File: config.mk
export PLATFORM = sky130hd
export DESIGN_NAME = gpio_mask_bank
export DESIGN_NICKNAME = d
export VERILOG_FILES = /design/src/rtl/gpio_mask_bank.sv
export SDC_FILE = /design/constraint.sdc
export NUM_CORES = 1
export LEC_CHECK = 0
export BUFFER_PORTS_ARGS = -buffer_cell sky130_fd_sc_hd__buf_2
export CAP_MARGIN = 5
export CORE_ASPECT_RATIO = 0.8
export CORE_MARGIN = 3
export CORE_UTILIZATION = 41
export CTS_CLUSTER_DIAMETER = 40
export DETAILED_ROUTE_END_ITERATION = 6
export GPL_ROUTABILITY_DRIVEN = 0
export HOLD_SLACK_MARGIN = 0.02
export PLACE_DENSITY = 0.73
export SETUP_SLACK_MARGIN = 0.5
export SLEW_MARGIN = 30
export SYNTH_ARGS = -nofsm -noshare
export SYNTH_HDL_FRONTEND = slang
export SYNTH_SLANG_ARGS = --single-unit
export TNS_END_PERCENT = 20
File: constraint.sdc
create_clock -name clk -period 2 [get_ports clk]
set_input_delay 0.1 -clock clk [delete_from_list [all_inputs] [get_ports clk]]
set_output_delay 0.1 -clock clk [all_outputs]
set_load 0.02 [all_outputs]
File: src/rtl/gpio_mask_bank.sv
module gpio_mask_bank #(
  parameter int DATA_W = 32,
  parameter int ADDR_W = 5
) (
  input  logic              clk,
  input  logic              rst_n,
  input  logic              wr_en,
  input  logic              rd_en,
  input  logic [ADDR_W-1:0] addr,
  input  logic [DATA_W-1:0] wdata,
  output logic [DATA_W-1:0] rdata,
  input  logic [DATA_W-1:0] pin_in,
  output logic [DATA_W-1:0] pin_out,
  output logic [DATA_W-1:0] pin_oe
);
  localparam int HALF  = DATA_W / 2;
  localparam int NBANK = 2;
  localparam logic [ADDR_W-1:0] IN_A = ADDR_W'(4 * 2 * NBANK);

  logic [HALF-1:0]   out_q [NBANK];
  logic [HALF-1:0]   dir_q [NBANK];
  logic [NBANK-1:0]  hit_out, hit_dir;
  logic [DATA_W-1:0] sync1, sync2, rd_d;
  logic [HALF-1:0]   wmask, wval;

  assign wmask = wdata[DATA_W-1:HALF];
  assign wval  = wdata[HALF-1:0];

  for (genvar b = 0; b < NBANK; b++) begin : g_bank
    localparam logic [ADDR_W-1:0] OUT_A = ADDR_W'(4 * b);
    localparam logic [ADDR_W-1:0] DIR_A = ADDR_W'(4 * (NBANK + b));

    assign hit_out[b] = wr_en && (addr == OUT_A);
    assign hit_dir[b] = wr_en && (addr == DIR_A);

    always_ff @(posedge clk or negedge rst_n) begin
      if (!rst_n) begin
        out_q[b] <= '0;
        dir_q[b] <= '0;
      end else begin
        if (hit_out[b]) out_q[b] <= (out_q[b] & ~wmask) | (wval & wmask);
        if (hit_dir[b]) dir_q[b] <= (dir_q[b] & ~wmask) | (wval & wmask);
      end
    end

    assign pin_out[b*HALF +: HALF] = out_q[b];
    assign pin_oe[b*HALF +: HALF]  = dir_q[b];
  end

  always_ff @(posedge clk or negedge rst_n) begin
    if (!rst_n) begin
      sync1 <= '0;
      sync2 <= '0;
    end else begin
      sync1 <= pin_in;
      sync2 <= sync1;
    end
  end

  always_comb begin
    rd_d = '0;
    for (int b = 0; b < NBANK; b++) begin
      if (addr == ADDR_W'(4 * b))           rd_d[HALF-1:0] = out_q[b];
      if (addr == ADDR_W'(4 * (NBANK + b))) rd_d[HALF-1:0] = dir_q[b];
    end
    if (addr == IN_A) rd_d = sync2;
  end

  always_ff @(posedge clk or negedge rst_n) begin
    if (!rst_n)     rdata <= '0;
    else if (rd_en) rdata <= rd_d;
  end

  assert_reset_idle_R1: assert property (@(posedge clk) disable iff (!rst_n)
    $rose(rst_n) |-> (pin_oe == '0 && pin_out == '0));

  assert_out_lo_masked_R2: assert property (@(posedge clk) disable iff (!rst_n)
    (wr_en && addr == ADDR_W'(0)) |=>
      (((pin_out[HALF-1:0] ^ $past(pin_out[HALF-1:0])) & ~$past(wdata[DATA_W-1:HALF])) == '0));

  assert_dir_hi_masked_R3: assert property (@(posedge clk) disable iff (!rst_n)
    (wr_en && addr == ADDR_W'(12)) |=>
      (((pin_oe[DATA_W-1:HALF] ^ $past(pin_oe[DATA_W-1:HALF])) & ~$past(wdata[DATA_W-1:HALF])) == '0));

  assert_out_write_keeps_dir_R4: assert property (@(posedge clk) disable iff (!rst_n)
    (wr_en && (addr == ADDR_W'(0) || addr == ADDR_W'(4))) |=> $stable(pin_oe));

  assert_upper_zero_R6: assert property (@(posedge clk) disable iff (!rst_n)
    (rd_en && addr < IN_A) |=> (rdata[DATA_W-1:HALF] == '0));

  assert_input_read_R7: assert property (@(posedge clk) disable iff (!rst_n)
    (rd_en && addr == IN_A) |=> (rdata == $past(sync2)));

  assert_stray_write_R8: assert property (@(posedge clk) disable iff (!rst_n)
    (wr_en && hit_out == '0 && hit_dir == '0) |=> ($stable(pin_out) && $stable(pin_oe)));
endmodule

==> impl_metrics.yaml <==
clocking:
  post_cts_buffers: 0
  clock_sinks: 160
  cts_tree: "done"
  root_buffer: "clkbuf_16"
  cts_buffer_depth: 2
  worst_skew_pair.late_latency_ps: 420
  cts_buffers: 17
  clk_pin_slew_ps: 60
  htree_levels: 4
worst_setup_path:
  cp_slowest_stage_delay_ps: 580
  worstPathRequired_ps: 2270
  critical_path.top_delay_family: "simple AND/OR/NAND/NOR gates"
  start_kind: "primary input"
  path_class: "in2reg"
  worst-path-max-fanout: 14
  end_kind: "flop"
  cp.arrival_ps: 1660
  crit_chain: "buf_2 > or4b_4 > or2_2 > o21ai_0 > o32ai_1"
  cp_num_buf_inv: 1
  critPathSlowestCell: "or4b_4"
grt:
  grt_max_degree: 59
  grt.overflow.total: 0
  grt_antenna_before_repair: 0
  first_global_vias: 5302
  grtUsageTotal: 0.226
  grt_pass1_wl_um: 28500
timing:
  tns_ps: 0
  finalSetupViolations: 0
  fin_ws_ps: 610
  relSlewSlack: 0.419
  timing.final.crit_share: 0.695
  period_minus_slack_ps: 1390
  clock_skew_ps: 7.47
  hold_viol: 0
  slew_violations: 0
  clock.fmax_ghz: 0.719
  tightest_slew_ps: 871
  rsz0062_at_grt: "false"
power:
  powerDensity_nw_per_um2: 919
  p_leak_uw: 0.00416
  power_uw: 7870
  ir_drop_mv: 0.629
route:
  drc: 0
  ant_nets: 0
  drt-total-wl_um: 18600
  dr.pass1.iters: 5
  vias_per_cell: 5.36
  wl_per_cell_um: 19.9
  initialDrtViolationCount: 379
  vias: 5013
die:
  die_x_um: 144
  coreArea_um2: 14600
  dieArea_um2: 16700
  initial_utilization: 0.427
  dieHeight_um: 116
  core.rowCount: 39
  ios: 169
synth:
  synth_area_um2: 6230
  ys_ff_latch: 160
  synth_nets: 566
  avgSynthCellArea_um2: 12.6
  ys_types: 31
  ys_warn_count: 0
  ys_seq_area_frac: 0.642
  syn-instance-count: 493
layout:
  layout_common_cells: "buf_2 (167), dfrtp_1 (160), nand2_1 (78)"
  n_antenna_cell: 0
  multi_input_area_um2: 2040
  final_common_cell: "buf_2"
  fillers: 1161
  syn_to_final_growth_pct: 37.5
  drive_gt1_frac: 0.382
  num-nets-final: 812
  finalNonFillerCells: 936
  utilization: 0.587
  regArea_um2: 4000
placement:
  port_buffers: 168
  placed_cells_incl_taps: 843
  dp_slack_ps: 216
  dp_hpwl_um: 12100
hold_path:
  worstHoldPathType: "in2reg"
run_status:
  status: "finished, final reports clean"
job:
  max_cap_viol_count: 0
==> report_power, final <==
part,internal (µW),switching [µW]
clock network,1650,1370
logic,481,679
registers,3500,195
total,5630,2240
==> layout make-up <==
class | instances | area share
clock buffer | 20 | 0.0521
clock inverter | 12 | 0.0114
inverter | 17 | 0.00745
multi-input combinational | 289 | 0.239
sequential | 160 | 0.467
tap | 184 | 0.0269
timing repair buffer | 254 | 0.196
==> cell usage after synthesis <==
| master | number | area (µm²) |
|---|---|---|
| inv_1 | 17 | 63.8 |
| buf_1 | 1 | 3.75 |
| a221oi_1 | 16 | 140 |
| buf_2 | 3 | 15.0 |
| o22ai_1 | 1 | 6.26 |
| or2_2 | 1 | 6.26 |
| nor3_1 | 1 | 5.00 |
| nand3_1 | 1 | 5.00 |
| dfrtp_1 | 160 | 4000 |
| a21oi_1 | 3 | 15.0 |
| or3b_1 | 1 | 8.76 |
| or4b_4 | 1 | 13.8 |
| or3_1 | 1 | 6.26 |
| or4_1 | 1 | 7.51 |
| nor2_1 | 50 | 188 |
| o221ai_1 | 1 | 8.76 |
| mux2_2 | 42 | 473 |
| buf_6 | 3 | 33.8 |
| and2b_1 | 1 | 7.51 |
| o32ai_1 | 29 | 254 |
| nand2_2 | 2 | 12.5 |
| nand2_1 | 78 | 293 |
| mux2_1 | 12 | 135 |
| and3_1 | 1 | 6.26 |
| o21ai_0 | 15 | 75.1 |
| o2bb2ai_1 | 16 | 140 |
| buf_4 | 2 | 15.0 |
| nor3_4 | 4 | 65.1 |
| or2b_1 | 1 | 7.51 |
| clkbuf_1 | 18 | 67.6 |
| mux2_4 | 10 | 150 |
==> layer usage <==
metal,GRT usage,wire length [µm]
met3,0.0806,1610
met4,0.0734,318
met1,0.280,7470
met2,0.373,9190
met5,0,0
==> path summary, 6_finish.rpt <==
path	slack, ps	from	to	depth (start not counted)
worst max-delay path	610	addr[4]	rdata[2]	5
max in group asynchronous	1030	rst_n	rdata[9]	3
worst min register to register	340	sync1[3]	sync2[3]	0
worst max register to register	760	flop	rdata[2]	4
min in group asynchronous	190	rst_n	sync1[20]	2
worst min-delay path	40	wdata[19]	flop	3
==> kinds of logic after synthesis <==
logic type,synth area share
compound gates,0.103
buf+inv,0.0319
flops,0.642
mux,0.122
simple gates,0.101
==> worst min-delay path, cell delays in order <==
cell and delay [ps]:
buf_2 130, nand2_1 60, mux2_2 140
==> per-stage QoR <==
stage | hold WS, ps | instance area, µm²
after floorplan | -196 | 6240
after global placement | 84.7 | 7410
after detailed placement | 90.7 | 7410
after CTS | 22.5 | 8570
after global routing | 26.5 | 8570
final | 36.3 | 8570
==> timing repair <==
action                    in CTS  in global routing
hold endpoints to repair     147                  0
hold buffers                  61                  0
resized for setup              0                  0
No activity file was read; power rests on OpenSTA's default activity.
